===== config.mk =====
export PLATFORM = sky130hd
export DESIGN_NAME = vid_downscale
export DESIGN_NICKNAME = d
export VERILOG_FILES = /design/src/rtl/dscale_pkg.sv /design/src/rtl/dscale_geom_chk.sv /design/src/rtl/dscale_axis.sv /design/src/rtl/dscale_norm.sv /design/src/rtl/dscale_line.sv /design/src/rtl/vid_downscale.sv
export SDC_FILE = /design/constraint.sdc
export NUM_CORES = 2
export LEC_CHECK = 0
export BUFFER_PORTS_ARGS = -buffer_cell sky130_fd_sc_hd__buf_4
export CORE_MARGIN = 2
export CORE_UTILIZATION = 40
export CTS_CLUSTER_DIAMETER = 100
export DETAILED_ROUTE_END_ITERATION = 7
export HOLD_SLACK_MARGIN = 0.06
export PLACE_DENSITY = 0.53
export SLEW_MARGIN = 20
export SYNTH_ARGS = -nofsm -noshare
export SYNTH_HDL_FRONTEND = slang
export SYNTH_HIERARCHICAL = 1
export SYNTH_SLANG_ARGS = --single-unit

===== constraint.sdc =====
create_clock -name clk -period 38.5 [get_ports clk]
set_input_delay 1.925 -clock clk [delete_from_list [all_inputs] [get_ports clk]]
set_output_delay 1.925 -clock clk [all_outputs]
set_load 0.03 [all_outputs]

===== src/rtl/dscale_pkg.sv =====
package dscale_pkg;

   localparam int GEOM_W     = 16;
   localparam int RECIP_FRAC = 16;

   typedef enum logic [1:0] {
      FILT_NEAREST = 2'd0,
      FILT_BOX     = 2'd1,
      FILT_RSV2    = 2'd2,
      FILT_RSV3    = 2'd3
   } filt_e;

   typedef struct packed {
      logic [GEOM_W-1:0] in_w;
      logic [GEOM_W-1:0] in_h;
      logic [GEOM_W-1:0] out_w;
      logic [GEOM_W-1:0] out_h;
      logic              box;
      logic              ok;
      logic              pass;
   } cfg_t;

endpackage


===== src/rtl/dscale_geom_chk.sv =====
module dscale_geom_chk
   import dscale_pkg::*;
#(
   parameter int MAX_W     = 256,
   parameter int MAX_RATIO = 8
) (
   input  logic [GEOM_W-1:0]   in_w,
   input  logic [GEOM_W-1:0]   in_h,
   input  logic [2*GEOM_W-1:0] out_geom,
   input  logic [1:0]          filt_mode,
   input  logic                fmt_422,
   output cfg_t                cfg
);
   localparam int XW = GEOM_W + $clog2(MAX_RATIO) + 1;

   logic [GEOM_W-1:0] ow, oh;
   logic nonzero, fits, odd_bad, ratio_ok, store_ok, box;

   always_comb begin
      ow       = out_geom[2*GEOM_W-1:GEOM_W];
      oh       = out_geom[GEOM_W-1:0];
      box      = (filt_e'(filt_mode) == FILT_BOX);
      nonzero  = (ow != '0) && (oh != '0);
      fits     = (ow <= in_w) && (oh <= in_h);
      store_ok = (32'(ow) <= MAX_W);
      odd_bad  = fmt_422 && ow[0];
      ratio_ok = (XW'(in_w) <= XW'(ow) * XW'(MAX_RATIO)) &&
                 (XW'(in_h) <= XW'(oh) * XW'(MAX_RATIO));
      cfg.in_w  = in_w;
      cfg.in_h  = in_h;
      cfg.out_w = ow;
      cfg.out_h = oh;
      cfg.box   = box;
      cfg.ok    = nonzero && fits && store_ok && !odd_bad && (!box || ratio_ok);
      cfg.pass  = cfg.ok && (ow == in_w) && (oh == in_h);
   end
endmodule


===== src/rtl/dscale_axis.sv =====
module dscale_axis #(
   parameter int W  = 16,
   parameter int CW = 4
) (
   input  logic         clk,
   input  logic         rst_n,
   input  logic         fresh,
   input  logic         step,
   input  logic [W-1:0] out_sz,
   input  logic [W-1:0] in_sz,
   output logic         hit,
   output logic         first,
   output logic [CW-1:0] cnt
);
   logic [W-1:0]  acc_q, acc_eff;
   logic [CW-1:0] cnt_q, cnt_eff;
   logic [W:0]    sum, nxt;

   always_comb begin
      acc_eff = fresh ? '0 : acc_q;
      cnt_eff = fresh ? '0 : cnt_q;
      sum     = {1'b0, acc_eff} + {1'b0, out_sz};
      hit     = (sum >= {1'b0, in_sz});
      nxt     = hit ? (sum - {1'b0, in_sz}) : sum;
      first   = (cnt_eff == '0);
      cnt     = (&cnt_eff) ? cnt_eff : cnt_eff + 1'b1;
   end

   always_ff @(posedge clk) begin
      if (!rst_n) begin
         acc_q <= '0;
         cnt_q <= '0;
      end else if (step) begin
         acc_q <= W'(nxt);
         cnt_q <= hit ? '0 : cnt;
      end else if (fresh) begin
         acc_q <= '0;
         cnt_q <= '0;
      end
   end

   // the carried remainder always stays below the input size
   p_acc_bound_r5: assert property (@(posedge clk) disable iff (!rst_n)
      (step && (acc_eff < in_sz) && (out_sz <= in_sz)) |=> (acc_q < $past(in_sz)));
endmodule


===== src/rtl/dscale_norm.sv =====
module dscale_norm #(
   parameter int PIX_W   = 8,
   parameter int SUM_W   = 14,
   parameter int CNT_MAX = 64,
   parameter int NW      = 7,
   parameter int FRAC    = 16
) (
   input  logic [SUM_W-1:0] sum,
   input  logic [NW-1:0]    n,
   output logic [PIX_W-1:0] avg
);
   localparam int PW = SUM_W + FRAC + 1;

   logic [FRAC:0] rtab [CNT_MAX];

   for (genvar i = 0; i < CNT_MAX; i++) begin : g_rcp
      assign rtab[i] = (FRAC+1)'(((2**FRAC) + (i + 1) / 2) / (i + 1));
   end

   logic [NW-1:0] idx;
   logic [FRAC:0] r;
   logic [PW-1:0] prod;

   always_comb begin
      idx  = (n == '0) ? '0 : n - 1'b1;
      r    = rtab[idx];
      prod = PW'(sum) * PW'(r);
      avg  = PIX_W'(prod >> FRAC);
   end
endmodule


===== src/rtl/dscale_line.sv =====
module dscale_line #(
   parameter int DEPTH = 256,
   parameter int DW    = 14,
   parameter int AW    = 8
) (
   input  logic          clk,
   input  logic          we,
   input  logic [AW-1:0] waddr,
   input  logic [DW-1:0] wdata,
   input  logic [AW-1:0] raddr,
   output logic [DW-1:0] rdata
);
   logic [DW-1:0] mem [DEPTH];

   always_ff @(posedge clk) begin
      if (we) mem[waddr] <= wdata;
   end

   assign rdata = mem[raddr];
endmodule


===== src/rtl/vid_downscale.sv =====
module vid_downscale
   import dscale_pkg::*;
#(
   parameter int PIX_W     = 8,
   parameter int MAX_W     = 256,
   parameter int MAX_RATIO = 8
) (
   input  logic                clk,
   input  logic                rst_n,
   input  logic [15:0]         in_w,
   input  logic [15:0]         in_h,
   input  logic [31:0]         out_geom,
   input  logic [1:0]          filt_mode,
   input  logic                fmt_422,
   input  logic                s_valid,
   input  logic                s_sof,
   input  logic                s_eol,
   input  logic [PIX_W-1:0]    s_data,
   output logic                m_valid,
   output logic                m_sof,
   output logic                m_eol,
   output logic [PIX_W-1:0]    m_data,
   output logic                cfg_err,
   output logic                passthru
);
   localparam int CNT_MAX = MAX_RATIO * MAX_RATIO;
   localparam int NW      = $clog2(CNT_MAX) + 1;
   localparam int SUM_W   = PIX_W + $clog2(CNT_MAX);
   localparam int AW      = $clog2(MAX_W);
   localparam int CW      = 4;

   if (PIX_W < 1 || PIX_W > 16) begin : g_bad_pix
      $error("PIX_W must lie in 1..16");
   end
   if (MAX_W < 2 || MAX_W > 4096) begin : g_bad_w
      $error("MAX_W must lie in 2..4096");
   end
   if (MAX_RATIO < 2 || MAX_RATIO > 8) begin : g_bad_ratio
      $error("MAX_RATIO must lie in 2..8");
   end

   // configuration: live check, latch on start of frame
   cfg_t cfg_live, cfg_q, cfg;
   logic active_q, run_ok, pv, sof_px;

   dscale_geom_chk #(.MAX_W(MAX_W), .MAX_RATIO(MAX_RATIO)) u_chk (
      .in_w(in_w), .in_h(in_h), .out_geom(out_geom),
      .filt_mode(filt_mode), .fmt_422(fmt_422), .cfg(cfg_live)
   );

   always_comb begin
      sof_px = s_valid && s_sof;
      cfg    = s_sof ? cfg_live : cfg_q;
      run_ok = s_sof ? cfg_live.ok : (active_q && cfg_q.ok);
      pv     = s_valid && run_ok;
   end

   always_ff @(posedge clk) begin
      if (!rst_n) begin
         cfg_q    <= '0;
         active_q <= 1'b0;
         cfg_err  <= 1'b0;
         passthru <= 1'b0;
      end else if (sof_px) begin
         cfg_q    <= cfg_live;
         active_q <= 1'b1;
         cfg_err  <= !cfg_live.ok;
         passthru <= cfg_live.pass;
      end
   end

   // per-axis stepping
   logic h_hit, h_first, v_hit, v_first;
   logic [CW-1:0] h_cnt, v_cnt;

   dscale_axis #(.W(GEOM_W), .CW(CW)) u_hax (
      .clk(clk), .rst_n(rst_n), .fresh(sof_px), .step(pv),
      .out_sz(cfg.out_w), .in_sz(cfg.in_w),
      .hit(h_hit), .first(h_first), .cnt(h_cnt)
   );

   dscale_axis #(.W(GEOM_W), .CW(CW)) u_vax (
      .clk(clk), .rst_n(rst_n), .fresh(sof_px), .step(pv && s_eol),
      .out_sz(cfg.out_h), .in_sz(cfg.in_h),
      .hit(v_hit), .first(v_first), .cnt(v_cnt)
   );

   // horizontal region gathering
   logic [AW-1:0]    oc_q, oc_eff;
   logic [SUM_W-1:0] hsum_q, hsum_eff, hpick_q, hpick, lb_rd, base;
   logic             lb_we;

   always_comb begin
      oc_eff   = s_sof ? '0 : oc_q;
      hsum_eff = h_first ? SUM_W'(s_data) : hsum_q + SUM_W'(s_data);
      hpick    = h_first ? SUM_W'(s_data) : hpick_q;
      if (cfg.box) base = v_first ? hsum_eff : lb_rd + hsum_eff;
      else         base = v_first ? hpick    : lb_rd;
      lb_we    = pv && h_hit && !v_hit;
   end

   always_ff @(posedge clk) begin
      if (!rst_n) begin
         oc_q    <= '0;
         hsum_q  <= '0;
         hpick_q <= '0;
      end else begin
         if (pv) begin
            hsum_q  <= hsum_eff;
            hpick_q <= hpick;
            if (s_eol)      oc_q <= '0;
            else if (h_hit) oc_q <= oc_eff + 1'b1;
            else            oc_q <= oc_eff;
         end else if (sof_px) begin
            oc_q <= '0;
         end
      end
   end

   dscale_line #(.DEPTH(MAX_W), .DW(SUM_W), .AW(AW)) u_line (
      .clk(clk), .we(lb_we), .waddr(oc_eff), .wdata(base),
      .raddr(oc_eff), .rdata(lb_rd)
   );

   // normalisation
   logic [2*CW-1:0]  n_raw;
   logic [NW-1:0]    n_sel;
   logic [PIX_W-1:0] avg, out_val;

   always_comb begin
      n_raw = h_cnt * v_cnt;
      n_sel = (32'(n_raw) > CNT_MAX) ? NW'(CNT_MAX) : NW'(n_raw);
   end

   dscale_norm #(.PIX_W(PIX_W), .SUM_W(SUM_W), .CNT_MAX(CNT_MAX), .NW(NW),
                 .FRAC(RECIP_FRAC)) u_norm (
      .sum(base), .n(n_sel), .avg(avg)
   );

   assign out_val = cfg.box ? avg : PIX_W'(base);

   // output counters and registers
   logic [GEOM_W-1:0] ox_q, oy_q, ox_eff, oy_eff;
   logic              emit, row_end;

   always_comb begin
      ox_eff  = s_sof ? '0 : ox_q;
      oy_eff  = s_sof ? '0 : oy_q;
      emit    = pv && h_hit && v_hit;
      row_end = (ox_eff == cfg.out_w - 1'b1);
   end

   always_ff @(posedge clk) begin
      if (!rst_n) begin
         ox_q    <= '0;
         oy_q    <= '0;
         m_valid <= 1'b0;
         m_sof   <= 1'b0;
         m_eol   <= 1'b0;
         m_data  <= '0;
      end else begin
         m_valid <= emit;
         if (emit) begin
            m_data <= out_val;
            m_sof  <= (ox_eff == '0) && (oy_eff == '0);
            m_eol  <= row_end;
            ox_q   <= row_end ? '0 : ox_eff + 1'b1;
            oy_q   <= row_end ? oy_eff + 1'b1 : oy_eff;
         end else if (sof_px) begin
            ox_q <= '0;
            oy_q <= '0;
         end
      end
   end

   // an illegal latched request keeps the output silent
   p_err_silent_r3: assert property (@(posedge clk) disable iff (!rst_n)
      cfg_err |-> !m_valid);

   // in 1:1 mode each output is the pixel taken the cycle before
   p_pass_equal_r2: assert property (@(posedge clk) disable iff (!rst_n)
      (m_valid && passthru) |-> (m_data == $past(s_data)));

   // the last pixel of every input line closes a horizontal region
   p_line_close_r5: assert property (@(posedge clk) disable iff (!rst_n)
      (pv && s_eol) |-> h_hit);

   // box regions never span more than MAX_RATIO pixels per axis
   p_box_span_r8: assert property (@(posedge clk) disable iff (!rst_n)
      (pv && cfg.box && h_hit) |-> ((32'(h_cnt) <= MAX_RATIO) && (32'(v_cnt) <= MAX_RATIO)));
endmodule


==> impl_metrics.csv <==
group,metric,value,unit
power,p_sw,1.77,mW
placement,gp_congestion,0.825,
global_route,met1_usage,30.1,%
global_route,grt_pass1_vias,90507,
global_route,grtUsageTotal,21.6,%
timing,slew_violations,0,
hold_path,hold_class,"reg2reg",
final_layout,drive_gt1_share,22.1,%
cts,cts_buffer_depth,4,
synth,yosysWarnings,6,
final_layout,multi_input_area,0.0485,mm²
timing,grt_setup_unrepaired,"false",
cts,cts_root_buf,"clkbuf_16",
job,maxCapViolCount,0,
routing,num_vias,89713,
power,pwr-share-seq,52.8,%
final_layout,layout.area.seq,0.111,mm²
timing,fin_crit,15.53,ns
cts,cts_tree,"built",
synth,avgSynthCellArea,17.4,µm²
synth,synth_top_area_share,65.6,%
critical_path,slowest_stage,"ha_1",
synth,yosysUniqueCellTypes,116,
final_layout,syn2layout_area_growth,12.6,%
global_route,grt_pass1_wl,657000,µm
critical_path,crit_top_cell,"fa_1",
synth,netlist_area,0.164,mm²
critical_path,path_max_fanout,62,
placement,io_buffers,92,
power,p_per_area,46.1,mW/mm²
routing,dr.first_iter.drc_count,9159,
timing,max_freq,64.4,MHz
critical_path,cpPeakStageDelay,0.65,ns
global_route,use_met2,35.9,%
floorplanning,core,0.409,mm²
synth,synth_seq_cells,3772,
floorplanning,die_h,645,µm
routing,wl_per_cell,29.4,µm
synth,ys.flop_type,"edfxtp_1",
critical_path,cp-end-kind,"flop",
power,p_comb_share,2.8,%
floorplanning,initial_utilization,40.1,%
synth,syn_nets,9893,
cts,clock-sinks,3772,
final_layout,fin_cells,15504,
power,swShare,20.8,%
power,peakVddDrop,36.1,µV
floorplanning,dieArea,0.415,mm²
synth,yosys.area.top_type,"edfxtp_1",
synth,synth_area_leaders,"edfxtp_1 (66%), mux4_2 (12%), dfxtp_1 (2.3%)",
routing,drc,0,
global_route,grt-busiest-layer,"met2",
synth,ys_async_sr_fraction,0,%
synth,synth_edf_count,3584,
cts,cts_hold_buf,0,
floorplanning,core.rowCount,235,
final_layout,nets,10206,
floorplanning,die_w,645,µm
timing,fin_crit_sh,40.3,%
cts,cts_made_buffers,402,
timing,finalSetupViolations,0,
global_route,globalRouteMet3Util,2.77,%
hold_path,hold-path-cell-count,2,
critical_path,critical_path_class,"in2reg",
timing,fin_setup_tns,0,ns
power,clkPwrFrac,44.4,%
placement,hpwl,280000,µm
critical_path,r2r_cells,45,
floorplanning,io_pins,93,
cts,ctsHtreeMaxLevel,5,
routing,routed_wl,455000,µm
power,internal_power,6.75,mW
global_route,grt-ovfl-total,0,
cts,clk_pin_slew,0.06,ns
placement,dpl.cell_count,14763,
timing,hold_viol_final,0,
routing,via_per_inst,5.79,
synth,synthCells,9407,
critical_path,arrival,16.40,ns
power,power.leakage,59.1,nW
critical_path,critical_path_required,39.37,ns
cts,cts_setup_buffers,0,
routing,ant_nets,0,
timing,slew_headroom,19.3,%
outcome,status,"finished, final reports clean",
critical_path,startpoint_type,"input pin",
routing,firstDrtPassIters,8,
global_route,grt_max_degree,122,
timing,worst_pin_slew,1.20,ns
timing,finClkSkew,0.0713,ns
cts,cts.repair.resized,0,
cts,clock_latency,0.98,ns
synth,yosysSeqAreaShare,67.9,%
final_layout,fillCellCount,34966,
global_route,antenna_found_initial,18,
-- final cells by class --
| type | instances | share of cell area, % |
|---|---|---|
| Tap cell | 5451 | 3.69 |
| Inverter | 343 | 0.699 |
| Clock inverter | 243 | 1.25 |
| Timing Repair Buffer | 509 | 2.19 |
| Sequential cell | 3772 | 60.3 |
| Multi-Input combinational cell | 4692 | 26.2 |
| Clock buffer | 485 | 5.67 |
| Antenna cell | 9 | 0.0122 |
-- state kept, by name, summed over array words and instances (netlist names) --
name	count
active_q	1
cfg_err	1
cfg_q	67
hpick_q	14
hsum_q	14
m_data	8
m_eol	1
m_sof	1
m_valid	1
oc_q	8
ox_q	16
oy_q	16
u_hax/acc_q	16
u_hax/cnt_q	4
u_line/mem	3584
u_vax/acc_q	16
u_vax/cnt_q	4
-- synth_stat cells, drive strengths merged (108+ instances only) --
cell,n
inv,342
clkbuf,270
and2,135
mux2i,312
nand2,506
mux4,868
dfxtp,188
a21oi,224
fa,167
nor2,437
ha,239
edfxtp,3584
nor2b,108
nand3,134
buf,330
o21ai,195
-- power groups by stage --
stage | logic [mW] | clock network, mW | registers [mW]
final | 0.236 | 3.79 | 4.50
after global routing | 0.259 | 4.02 | 4.50
after CTS | 0.236 | 3.87 | 4.50
after detailed placement | 0.236 | 0 | 4.59
after global placement | 0.228 | 0 | 4.59
after floorplan | 0.141 | 0 | 4.62
-- stage by stage --
stage	instance area, µm²	hold WS, ns	total power [mW]	util, %	setup slack [ns]
after floorplan	164000	0.440	4.76	-	9.46
after global placement	172000	0.448	4.82	42.0	21.56
after detailed placement	172000	0.459	4.82	42.0	21.89
after CTS	185000	0.467	8.60	45.1	22.93
after global routing	185000	0.484	8.78	45.2	21.91
final	185000	0.465	8.52	45.2	22.97
-- routing by layer --
| layer | vias to the layer above | share of wire (%) |
|---|---|---|
| met1 | 47962 | 42 |
| met3 | 596 | 6.2 |
| li1 | 38065 | - |
| met2 | 3088 | 49 |
| met4 | 2 | 2.6 |
| met5 | - | 0.0044 |
-- logic make-up (layout without fill, tap and decap cells) --
| logic type | Yosys count | in the layout | synth area share [%] |
|---|---|---|---|
| flip-flops | 3772 | 3772 | 67.9 |
| AND/OR/NAND/NOR | 1682 | 1682 | 5.01 |
| multiplexers | 1249 | 1249 | 14.3 |
| AO/OA/AOI/OAI | 1232 | 1232 | 5.31 |
| buffers and inverters | 943 | 1580 | 2.97 |
| adder cells (fa/ha/maj) | 406 | 406 | 3.86 |
| XOR/XNOR | 123 | 123 | 0.661 |
| other | 0 | 9 | 0 |
-- worst max-delay path: cells and delay by family --
family	cells	cell delay, ns
fa+ha+maj	13	5.93
compound gates	16	3.41
simple gates	16	2.69
buf+inv	12	2.04
xor+xnor	2	0.31
-- path summary, 6_finish.rpt --
path	end	slack (ns)	start
setup reg to reg	m_data[5]	23.97	oc_q[0]
hold reg to reg	cfg_q[41]	0.47	cfg_q[41]
hold / removal	cfg_q[41]	0.47	cfg_q[41]
setup / recovery	m_data[7]	22.97	s_sof
-- cells in the final DEF (no fill, tap or decap), types with 100 or more instances in the layout --
cell and n:
buf_4 488, and2_1 134, mux4_2 859, fa_1 167, nand2_1 503, edfxtp_1 3584
o21ai_0 164, nor2_1 364, clkbuf_16 407, inv_1 339, mux2i_1 309, a22oi_1 100
a21oi_1 213, nand3_1 124, ha_1 239, dfxtp_1 188
Note: power is estimated with default switching activity, not from simulation.
